File: src/rtl/apd_pkg.sv
package apd_pkg;
    typedef enum logic [1:0] {
        ST_IDLE  = 2'd0,
        ST_WATCH = 2'd1,
        ST_DOWN  = 2'd2
    } apd_state_t;
endpackage

File: src/rtl/apd_reset_sync.sv
module apd_reset_sync #(
    parameter int STAGES = 2
) (
    input  logic clk_i,
    input  logic rst_i,
    output logic rst_n_o
);
    logic [STAGES-1:0] chain_q;

    always_ff @(posedge clk_i or posedge rst_i) begin
        if (rst_i) chain_q <= '0;
        else       chain_q <= {chain_q[STAGES-2:0], 1'b1};
    end

    assign rst_n_o = chain_q[STAGES-1];
endmodule

File: src/rtl/apd_activity.sv
module apd_activity #(
    parameter int SYNC_STAGES = 2
) (
    input  logic clk_i,
    input  logic rst_n_i,
    input  logic strobe_i,
    input  logic cs_n_i,
    output logic strobe_act_o,
    output logic cs_low_o
);
    logic [SYNC_STAGES-1:0] strobe_q;
    logic [SYNC_STAGES-1:0] cs_q;
    logic                   strobe_prev_q;

    genvar g;
    generate
        for (g = 0; g < SYNC_STAGES; g++) begin : g_sync
            always_ff @(posedge clk_i or negedge rst_n_i) begin
                if (!rst_n_i) begin
                    strobe_q[g] <= 1'b0;
                    cs_q[g]     <= 1'b1;
                end else if (g == 0) begin
                    strobe_q[g] <= strobe_i;
                    cs_q[g]     <= cs_n_i;
                end else begin
                    strobe_q[g] <= strobe_q[(g == 0) ? 0 : g-1];
                    cs_q[g]     <= cs_q[(g == 0) ? 0 : g-1];
                end
            end
        end
    endgenerate

    always_ff @(posedge clk_i or negedge rst_n_i) begin
        if (!rst_n_i) strobe_prev_q <= 1'b0;
        else          strobe_prev_q <= strobe_q[SYNC_STAGES-1];
    end

    assign strobe_act_o = strobe_q[SYNC_STAGES-1] ^ strobe_prev_q;
    assign cs_low_o     = ~cs_q[SYNC_STAGES-1];
endmodule

File: src/rtl/apd_fsm.sv
module apd_fsm
    import apd_pkg::*;
#(
    parameter int CNT_W = 4
) (
    input  logic clk_i,
    input  logic rst_n_i,
    input  logic en_i,
    input  logic strobe_act_i,
    input  logic cs_low_i,
    output logic pd_o
);
    localparam logic [CNT_W-1:0] CNT_FULL = '1;

    apd_state_t       st_q, st_n;
    logic [CNT_W-1:0] cnt_q, cnt_n;
    logic             wake;

    assign wake = strobe_act_i | cs_low_i;

    always_ff @(posedge clk_i or negedge rst_n_i) begin
        if (!rst_n_i) begin
            st_q  <= ST_IDLE;
            cnt_q <= '0;
        end else begin
            st_q  <= st_n;
            cnt_q <= cnt_n;
        end
    end

    always_comb begin
        st_n  = st_q;
        cnt_n = cnt_q;
        unique case (st_q)
            ST_IDLE: begin
                cnt_n = '0;
                if (en_i) st_n = ST_WATCH;
            end
            ST_WATCH: begin
                if (!en_i) begin
                    st_n  = ST_IDLE;
                    cnt_n = '0;
                end else if (wake) begin
                    cnt_n = '0;
                end else begin
                    cnt_n = cnt_q + 1'b1;
                    if (cnt_q == CNT_FULL - 1'b1) st_n = ST_DOWN;
                end
            end
            ST_DOWN: begin
                if (!en_i) begin
                    st_n  = ST_IDLE;
                    cnt_n = '0;
                end else if (wake) begin
                    st_n  = ST_WATCH;
                    cnt_n = '0;
                end
            end
            default: begin
                st_n  = ST_IDLE;
                cnt_n = '0;
            end
        endcase
    end

    always_comb begin
        pd_o = (st_q == ST_DOWN);
    end

    p_off_r1: assert property (@(posedge clk_i) disable iff (!rst_n_i)
        !en_i |=> (!pd_o && cnt_q == '0));
    p_quiet_step_r2: assert property (@(posedge clk_i) disable iff (!rst_n_i)
        (st_q == ST_WATCH && en_i && !wake) |=> (cnt_q == $past(cnt_q) + 1'b1));
    p_full_r3: assert property (@(posedge clk_i) disable iff (!rst_n_i)
        pd_o |-> (cnt_q == CNT_FULL));
    p_strobe_wake_r4: assert property (@(posedge clk_i) disable iff (!rst_n_i)
        (pd_o && strobe_act_i) |=> (!pd_o && cnt_q == '0));
    p_cs_wake_r5: assert property (@(posedge clk_i) disable iff (!rst_n_i)
        cs_low_i |=> (!pd_o && cnt_q == '0));
endmodule

File: src/rtl/apd_gate.sv
module apd_gate #(
    parameter int SEL_W  = 3,
    parameter int DATA_W = 8,
    parameter int PER_W  = 8,
    parameter int MCU_W  = 8
) (
    input  logic              clk_i,
    input  logic              rst_n_i,
    input  logic              pd_i,
    input  logic              clk_mask_i,
    input  logic [SEL_W-1:0]  mem_sel_i,
    input  logic [DATA_W-1:0] data_oe_i,
    input  logic [PER_W-1:0]  periph_oe_i,
    input  logic [MCU_W-1:0]  mcu_oe_i,
    output logic              bus_en_o,
    output logic [SEL_W-1:0]  mem_sel_o,
    output logic [DATA_W-1:0] data_oe_o,
    output logic [PER_W-1:0]  periph_oe_o,
    output logic [MCU_W-1:0]  mcu_oe_o,
    output logic              logic_clk_en_o
);
    always_comb begin
        bus_en_o       = ~pd_i;
        mem_sel_o      = pd_i ? '0 : mem_sel_i;
        data_oe_o      = pd_i ? '0 : data_oe_i;
        periph_oe_o    = pd_i ? '0 : periph_oe_i;
        mcu_oe_o       = mcu_oe_i;
        logic_clk_en_o = ~clk_mask_i;
    end

    p_sel_off_r7: assert property (@(posedge clk_i) disable iff (!rst_n_i)
        pd_i |-> (mem_sel_o == '0 && !bus_en_o));
    p_sel_follow_r7: assert property (@(posedge clk_i) disable iff (!rst_n_i)
        !pd_i |-> (mem_sel_o == mem_sel_i && bus_en_o));
    p_tri_r8: assert property (@(posedge clk_i) disable iff (!rst_n_i)
        pd_i |-> (data_oe_o == '0 && periph_oe_o == '0));
endmodule

File: src/rtl/apd_ctrl.sv
module apd_ctrl #(
    parameter int CNT_W       = 4,
    parameter int SYNC_STAGES = 2,
    parameter int SEL_W       = 3,
    parameter int DATA_W      = 8,
    parameter int PER_W       = 8,
    parameter int MCU_W       = 8
) (
    input  logic              clk_i,
    input  logic              rst_i,
    input  logic              apd_en_i,
    input  logic              strobe_i,
    input  logic              cs_n_i,
    input  logic              clk_mask_i,
    input  logic [SEL_W-1:0]  mem_sel_i,
    input  logic [DATA_W-1:0] data_oe_i,
    input  logic [PER_W-1:0]  periph_oe_i,
    input  logic [MCU_W-1:0]  mcu_oe_i,
    output logic              pd_o,
    output logic              bus_en_o,
    output logic [SEL_W-1:0]  mem_sel_o,
    output logic [DATA_W-1:0] data_oe_o,
    output logic [PER_W-1:0]  periph_oe_o,
    output logic [MCU_W-1:0]  mcu_oe_o,
    output logic              logic_clk_en_o
);
    logic rst_n;
    logic strobe_act;
    logic cs_low;
    logic pd;

    apd_reset_sync #(.STAGES(2)) u_rst (
        .clk_i  (clk_i),
        .rst_i  (rst_i),
        .rst_n_o(rst_n)
    );

    apd_activity #(.SYNC_STAGES(SYNC_STAGES)) u_act (
        .clk_i       (clk_i),
        .rst_n_i     (rst_n),
        .strobe_i    (strobe_i),
        .cs_n_i      (cs_n_i),
        .strobe_act_o(strobe_act),
        .cs_low_o    (cs_low)
    );

    apd_fsm #(.CNT_W(CNT_W)) u_fsm (
        .clk_i       (clk_i),
        .rst_n_i     (rst_n),
        .en_i        (apd_en_i),
        .strobe_act_i(strobe_act),
        .cs_low_i    (cs_low),
        .pd_o        (pd)
    );

    apd_gate #(
        .SEL_W (SEL_W),
        .DATA_W(DATA_W),
        .PER_W (PER_W),
        .MCU_W (MCU_W)
    ) u_gate (
        .clk_i         (clk_i),
        .rst_n_i       (rst_n),
        .pd_i          (pd),
        .clk_mask_i    (clk_mask_i),
        .mem_sel_i     (mem_sel_i),
        .data_oe_i     (data_oe_i),
        .periph_oe_i   (periph_oe_i),
        .mcu_oe_i      (mcu_oe_i),
        .bus_en_o      (bus_en_o),
        .mem_sel_o     (mem_sel_o),
        .data_oe_o     (data_oe_o),
        .periph_oe_o   (periph_oe_o),
        .mcu_oe_o      (mcu_oe_o),
        .logic_clk_en_o(logic_clk_en_o)
    );

    assign pd_o = pd;

    p_async_clear_r6: assert property (@(posedge clk_i) !rst_n |-> !pd_o);
endmodule

File: config.mk
export PLATFORM = sky130hd
export DESIGN_NAME = apd_ctrl
export DESIGN_NICKNAME = d
export VERILOG_FILES = /design/src/rtl/apd_pkg.sv /design/src/rtl/apd_reset_sync.sv /design/src/rtl/apd_activity.sv /design/src/rtl/apd_fsm.sv /design/src/rtl/apd_gate.sv /design/src/rtl/apd_ctrl.sv
export SDC_FILE = /design/constraint.sdc
export NUM_CORES = 1
export LEC_CHECK = 0
export BUFFER_PORTS_ARGS = -buffer_cell sky130_fd_sc_hd__buf_2
export CAP_MARGIN = 20
export CELL_PAD_IN_SITES_DETAIL_PLACEMENT = 0
export CELL_PAD_IN_SITES_GLOBAL_PLACEMENT = 2
export CORE_MARGIN = 2
export CORE_UTILIZATION = 19
export CTS_CLUSTER_DIAMETER = 150
export DETAILED_ROUTE_END_ITERATION = 12
export GPL_ROUTABILITY_DRIVEN = 1
export GPL_TIMING_DRIVEN = 0
export PLACE_DENSITY = 0.77
export SETUP_SLACK_MARGIN = 0.2
export SYNTH_ARGS = -nofsm -noshare
export SYNTH_HDL_FRONTEND = slang
export SYNTH_HIERARCHICAL = 1
export SYNTH_SLANG_ARGS = --single-unit
File: constraint.sdc
create_clock -name clk_i -period 0.8 [get_ports clk_i]
set_input_delay 0.04 -clock clk_i [delete_from_list [all_inputs] [get_ports clk_i]]
set_output_delay 0.04 -clock clk_i [all_outputs]
set_load 0.005 [all_outputs]
==> results of run 1 <==
## final cells by class
cell class	instances	area share (%)
inverters	6	1.623
repair buffers	59	22.72
plain buffers	10	7.214
well taps	50	4.509
flip-flops and latches	13	23.81
multi-input cells	47	36.79
clock inverters	1	0.3607
clock buffers	3	2.976
## cell usage in the layout (no fill, tap or decap), types with 3 or more instances in the layout
cell type and instances:
sky130_fd_sc_hd__dfrtp_1 9, sky130_fd_sc_hd__buf_4 10, sky130_fd_sc_hd__dlygate4sd3_1 3, sky130_fd_sc_hd__clkbuf_8 3, sky130_fd_sc_hd__inv_1 4, sky130_fd_sc_hd__nand3_1 3, sky130_fd_sc_hd__buf_2 54, sky130_fd_sc_hd__nor2b_4 20
## per-layer routing
metal | part of all wire (%) | wire, um | vias up
met1 | 34 | 619 | 347
met5 | 0 | 0 | -
met4 | 0.98 | 18 | 0
met2 | 49 | 901 | 63
met3 | 16 | 300 | 4
li1 | - | - | 361
## flip-flops by register name, summed over array words and instances (netlist names)
register             cells
u_rst/chain_q            2
u_act/strobe_q           2
u_fsm/st_q               2
u_act/cs_q               2
u_act/strobe_prev_q      1
u_fsm/cnt_q              4
## metrics by stage
step | cell area (sq um) | setup slack [ns] | cells | TNS, ns | util [%]
floorplan | 922.1 | -0.5089 | 76 | -4.414 | -
global placement | 1255 | -0.5783 | 180 | -7.857 | 30.93
detailed placement | 1255 | -0.5667 | 180 | -8.162 | 30.93
CTS | 1375 | -0.5645 | 189 | -14.00 | 33.89
global route | 1388 | -0.6291 | 189 | -16.04 | 34.20
finish | 1388 | -0.5745 | 189 | -14.33 | 34.20
## worst max path at each step
stage	start	to	slack [ns]	cells past startpoint
after floorplan	u_act/strobe_q[1]	u_fsm/cnt_q[3]	-0.51	4
after global placement	u_act/strobe_q[1]	u_fsm/cnt_q[3]	-0.58	4
after detailed placement	u_act/strobe_q[1]	u_fsm/cnt_q[3]	-0.57	4
after CTS	u_act/strobe_prev_q	u_fsm/cnt_q[3]	-0.56	4
after global routing	u_act/strobe_prev_q	u_fsm/st_q[0]	-0.63	4
final	u_act/strobe_prev_q	u_fsm/cnt_q[3]	-0.57	4
## where the power goes
| part | internal (mW) | switching, mW |
|---|---|---|
| clock network | 0.344 | 0.229 |
| registers | 0.685 | 0.0276 |
| logic | 0.208 | 0.100 |
| total | 1.24 | 0.357 |
## kinds of logic (layout without fill, tap and decap cells)
family / Yosys count / in the layout / synth area share, %
xor+xnor: 1 / 1 / 1.074
other cells: 1 / 1 / 0.4597
simple gates: 36 / 36 / 35.74
flops: 13 / 13 / 40.18
buf+inv: 16 / 79 / 12.88
compound gates: 7 / 7 / 6.595
fa+ha+maj: 2 / 2 / 3.067
## critical path, cell delays in order (launching register included)
cell and delay [ns]:
sky130_fd_sc_hd__dfrtp_1 0.39, sky130_fd_sc_hd__xor2_2 0.20, sky130_fd_sc_hd__or2_1 0.24, sky130_fd_sc_hd__or4_1 0.40
sky130_fd_sc_hd__nand3_1 0.08
## what timing repair did
action	in CTS	in global routing
pin swaps	6	1
hold endpoints to repair	4	0
buffers inserted	2	0
hold buffers	3	0
setup endpoints to repair	27	27
gates resized for setup	7	4
==> results.md, run 1 <==
- The routed via count divided by cell count is about 4.1.
- In this run the vertical extent of the chip is 69.53 um.
- The required time of the critical path is 0.98 ns.
- met2 is the most crowded layer.
- The clock root buffer master is sky130_fd_sc_hd__clkbuf_8.
- The number of nets in the synthesized netlist is about 110.
- The maximum number of pins on one net before global-route repair is 12.
- The floorplan core area is between 0.004 and 0.005 sq mm.
- The mapped netlist covers slightly above 800 sq um.
- Counting flops and latches in the post-synthesis netlist gives 13.
- The post-synthesis sequential area ratio is 40.18%.
- The die covers roughly 0.0048 sq mm.
- The synthesized design spends more area on one cell type than any other, namely sky130_fd_sc_hd__dfrtp_1.
- The final route contains ~780 vias.
- The clock arrives with between 0.0009 and 0.001 ns of skew.
- Counting flops with an async set or reset pin after synthesis yields a share of 100.0%.
- The netlist uses 29 different library cells.
- For this run, the number of Yosys warnings is 6.
- The worst hold path cell count is 3.
- Yosys instantiated no cell more often than sky130_fd_sc_hd__nor2b_2.
- Port buffering added 54 buffers.
- The total count of hold-check failures in the final report is 0.
- The number of max-slew violations in the final report was 0.
- The number of nets with antenna violations after routing is 0.
- The most frequently used flop master after synthesis is sky130_fd_sc_hd__dfrtp_1.
- The area of the multi-input gates is 510.5 sq um.
- The total number of nets in the final design is between 150 and 200.
- The leftover overflow at the end of global routing is 0.
- Data on the critical path arrives at its endpoint at about 1.6 ns.
- The number of fill cells in the layout is around 420.
- The average detailed-routed wire length per instance is just under 10 um.
- Summed over all cells, the static leakage comes to between 0.7 and 0.8 nW.
- The first global-routing pass estimated slightly below 3000 um of wire.
- For this design, the sink count on the clock tree is 13.
- By area the synthesized netlist is led by sky130_fd_sc_hd__dfrtp_1, sky130_fd_sc_hd__nor2b_2, sky130_fd_sc_hd__buf_4.
- The worst min-delay path category is primary input to flip-flop.
- The critical hold path startpoint is apd_en_i.
- The congestion estimate from routability-driven global placement came to approximately 0.86.
- The path with the worst hold slack has its endpoint at u_fsm/st_q[0].
- Global routing used roughly 7.1% of the available tracks across all layers.
- The number of antenna violations at the first check in global routing is 0.
- The checks that failed: setup timing.
- The number of clock buffers added by TritonCTS is 3.
- Global routing consumed, on the met3 layer, 3.924% of the routing resources.
- Across all setup checks in the final design, the least slack found is -0.5745 ns.
- Sorting the synthesized cells by how often they occur yields sky130_fd_sc_hd__nor2b_2, sky130_fd_sc_hd__dfrtp_1, sky130_fd_sc_hd__buf_4, sky130_fd_sc_hd__inv_1.
- The cell count of the worst reg-to-reg path is 4.
- Timing would allow up to 727.5 MHz.
- Across the run, the number of max-cap violations was 0.
- The storage element area is 330.3 sq um.
- The starting utilization of the core area is between 20 and 25%.
- The design draws 1.594 mW.
- The first routing iteration left 5 violations.
- The fraction of layout instances using a drive strength above 1 is between 70% and 80%.
- The number of detailed-route iterations in the first pass is 4.
- The global-route track usage on met2 is between 10% and 20%.
- The TritonCTS clock tree is built.
- The maximum fanout encountered on the critical timing path is 3.
- The global-route met1 utilization is a little over 7%.
- In this run the number of H-tree levels came out at 1.
- Dividing the synthesized area by the synthesized cell count gives roughly 11 sq um.
- The flow ran to the end, but the final reports show violations.
- Power spread over the standard cell area amounts to between 1000 and 1500 mW/mm^2.
- In this run the biggest area consumer among cell types represents between 30 and 40% of the synthesized area.
- The cell count after synthesis came out at 76.
- The endpoint of the lowest-slack register-to-register path is u_fsm/cnt_q[3].
- Compared with the post-synthesis result, the final layout area differs by 70.09%.
- Setup repair after global routing could not meet its margin everywhere.
- For flop-to-flop paths, the worst setup slack is -0.57 ns.
- For this design the top-level I/O count stands at between 60 and 70.
- The maximum vdd drop is ~1.0 mV.
- The remaining design rule violation count is 0.
- Measured along the x axis, the die boundary spans between 60 and 70 um.
- The placed wire-length estimate after detailed placement is approximately 1500 um.
- The number of setup violations in the final report is 27.
- The floorplan has 23 rows.
- The count of flip-flops with a built-in enable after synthesis is 0.
- After clock tree synthesis, the clock-pin slew on the worst setup and hold paths is roughly 0.05 ns.
- Wires add up to around 1800 um.
- Clock latency on the worst-skew pair, taken at its later pin, is around 0.24 ns.
- The critical path launch point type is a flip-flop.
- Dividing the final minimum period by the clock period gives 171.8%.
- The critical path capture point type is a flip-flop.
- The number of antenna diodes in the final layout is 0.
- The via count of the first global-routing pass is 700.
- The clock passes through at most 2 buffers.
- The worst-case hold slack is a little under 0.08 ns.
- Counting I/O delays and the setup requirement, the final critical path takes 1.374 ns.
- The beginning of the worst register-to-register path is u_act/strobe_prev_q.
- The critical path class is flip-flop to flip-flop.
Note: power is estimated with default switching activity, not from simulation.
==> run 2, diff against run 1 <==
--- a/config.mk
+++ b/config.mk
@@ -9,6 +9,7 @@
 export CAP_MARGIN = 20
 export CELL_PAD_IN_SITES_DETAIL_PLACEMENT = 0
 export CELL_PAD_IN_SITES_GLOBAL_PLACEMENT = 2
+export CORE_ASPECT_RATIO = 1.2
 export CORE_MARGIN = 2
 export CORE_UTILIZATION = 19
 export CTS_CLUSTER_DIAMETER = 150
==> results.md, run 2 (synthesis results as in run 1) <==
- Once the floorplan was initialized, standard cells occupied 19.44% of the core.
- The die covers slightly below 0.005 sq mm.
- The fmax is 713.2 MHz.
- The number of levels in the clock H-tree is 1.
- The die extent in y is around 76 um.
- Across the run, the number of max-cap violations was 0.
- The worst setup path is launched from a flip-flop.
- The run finished, with violations left.
- Setup repair after global routing could not meet its margin everywhere.
- For this block, the initial DRC count from the detailed router was 4.
- The endpoint of the lowest-slack register-to-register path is u_fsm/cnt_q[3].
- The path class of the tightest hold or removal check is primary input to flip-flop.
- Cells fill a little over a third of the core in the end.
- The worst-case IR drop observed on VDD is between 0.7 and 0.8 mV.
- Detailed routing inserted a total of 788 vias.
- The worst hold path cell count is 3.
- The critical hold path startpoint is apd_en_i.
- In this run the core area contains 26 standard-cell rows.
- The number of max-slew violations in the final report is 0.
- The maximum fanout encountered on the critical timing path is 3.
- The floorplan core area is between 0.004 and 0.005 sq mm.
- The maximum root-to-sink buffer count is 2.
- 63 I/O pins were placed.
- The average detailed-routed wire length per instance is ~9.4 um.
- The data arrival time at the worst-slack endpoint is between 1.5 and 2 ns.
- The sink count of the clock tree is 13.
- The number of antenna violations at the first check in global routing is 0.
- The tree is rooted in a sky130_fd_sc_hd__clkbuf_8.
- The repair_antennas step left the layout with diodes totalling 0.
- Leaving out fill and tap cells, the most frequent cell in the layout is sky130_fd_sc_hd__buf_2.
- The clock arrives with 0.001799 ns of skew.
- The required time of the critical path is approximately 0.98 ns.
- Measured in cells, the most critical reg-to-reg path has a length of 4.
- Setup total negative slack on the finished layout was measured at -12.89 ns.
- After detailed routing, the number of remaining DRC violations is 0.
- For this run, the detailed router's first-pass iteration total came to 2.
- The fraction of layout instances using a drive strength above 1 is about 75%.
- The total power is ~1.6 mW.
- In this run, CTS created clock tree buffers numbering 3.
- The first global-routing pass estimated 2898 um of wire.
- Dividing the detail-routed via count by the number of cells gives between 3 and 4.
- The total count of hold-check failures in the final report is 0.
- The worst path in the final design needs a cycle of 1.402 ns, including I/O delays and setup.
- The largest register by flop count is u_fsm/cnt_q.
- In the finished design, the share of the clock period the worst path needs comes to 175.3%.
- Traced cell by cell, the critical path runs through xor2_2 > or2_1 > or4_4 > nand3_2.
- Summed over all layers, the routed wires come to between 1500 and 2000 um.
- The number of flip-flops under the largest register name is 4.
- The later pin in the worst-skew pair is clocked with a latency of approximately 0.24 ns.
- The checks that failed: setup timing.
- The analysis attributes to cell leakage a power of 0.8127 nW.
- The overall routing resource usage is under 10%.
- The leftover overflow at the end of global routing is 0.
- The total number of nets in the final design is around 180.
- Compared with the post-synthesis result, the final layout area differs by 85.58%.
- The critical-path cell with the highest stage delay is sky130_fd_sc_hd__or4_4.
- The critical path class is flip-flop to flip-flop.
- In this design, the stage delay of the slowest critical-path cell is ~0.42 ns.
- Dividing total power by cell area gives a power density of approximately 1100 mW/mm^2.
- The maximum number of pins on one net before global-route repair is 12.
- Detailed placement finished with a half-perimeter wire length of ~1500 um.
- The via count of the first global-routing pass came to about 750.
- The worst hold path terminates at u_fsm/st_q[0].
- Measured along the x axis, the die boundary spans 63.82 um.
- The clock slew seen by the registers of the worst setup and hold paths is 0.05 ns.
- The critical path capture point type is a flip-flop.
- The smallest setup slack after layout is -0.6021 ns.
- The number of I/O port buffers is between 50 and 60.
- The top cell types in the final layout, fill and taps aside, are sky130_fd_sc_hd__buf_2, sky130_fd_sc_hd__nor2b_4, sky130_fd_sc_hd__buf_4, sky130_fd_sc_hd__dfrtp_1, sky130_fd_sc_hd__buf_6.
- Setup violations remaining at the end of the flow were counted as 27.
- The number of nets with antenna violations after routing is 0.
- The reg2reg setup slack is -0.60 ns.
- In this run the critical register-to-register path is launched from u_act/strobe_prev_q.
- TritonCTS built the clock tree.
- The routability congestion estimate is between 0.7 and 0.8.
- At the placement stage, the worst setup path has a slack of -0.6035 ns.
==> run 2: timing repair <==
action                                  CTS  global route
buffers inserted                          7             1
pin swaps                                 3             6
gates cloned                              2             0
gates resized for setup                   8             9
endpoints found under the hold margin     4             0
hold buffers                              3             0
endpoints found under the setup margin   27            27
==> run 2: final cells by class <==
cell class	instances	area, sq um
buffer	10	100.1
clock buffer	4	45.04
fill	411	2683
inverter	6	22.52
multi-input combinational	47	510.5
sequential	13	329.1
tap	56	70.07
timing repair buffer	67	436.7
==> run 2: how the worst max path moves through the flow <==
stage          cells past startpoint  slack (ns)           startpoint        endpoint
2_1_floorplan                      4       -0.51    u_act/strobe_q[1]  u_fsm/cnt_q[3]
3_3_place_gp                       4       -0.61    u_act/strobe_q[1]  u_fsm/cnt_q[1]
3_5_place_dp                       4       -0.60    u_act/strobe_q[1]   u_fsm/st_q[1]
4_1_cts                            4       -0.57    u_act/strobe_q[1]  u_fsm/cnt_q[3]
5_1_grt                            4       -0.65  u_act/strobe_prev_q  u_fsm/cnt_q[3]
6_report                           4       -0.60  u_act/strobe_prev_q  u_fsm/cnt_q[3]
==> run 2: layer usage <==
metal  up-vias  track usage (%)  part of all wire (%)
met3         4            1.625                    10
met1       356            6.504                    34
met5         -                0                     0
met4         0            4.589                   1.4
li1        378                -                     -
met2        50            15.86                    55
==> run 2: metrics by stage <==
stage,hold WS [ns],area (sq um),std cells
after floorplan,-0.2188,922.1,76
after global placement,-0.1110,1262,186
after detailed placement,-0.1023,1262,186
after CTS,0.05001,1463,202
after global routing,0.06697,1514,203
final,0.05892,1514,203
==> run 2: worst max-delay path, delay by kind of cell, from the launching register on <==
| family | cells | cell delay (ns) |
|---|---|---|
| xor+xnor | 1 | 0.20 |
| flops | 1 | 0.39 |
| simple gates | 3 | 0.74 |
==> run 2: where the power goes <==
part | total [mW] | leakage, nW | internal [mW] | switching (mW)
logic | 0.313 | 0.630 | 0.211 | 0.102
clock network | 0.577 | 0.0228 | 0.351 | 0.226
registers | 0.710 | 0.160 | 0.685 | 0.0246
total | 1.60 | 0.813 | 1.25 | 0.352
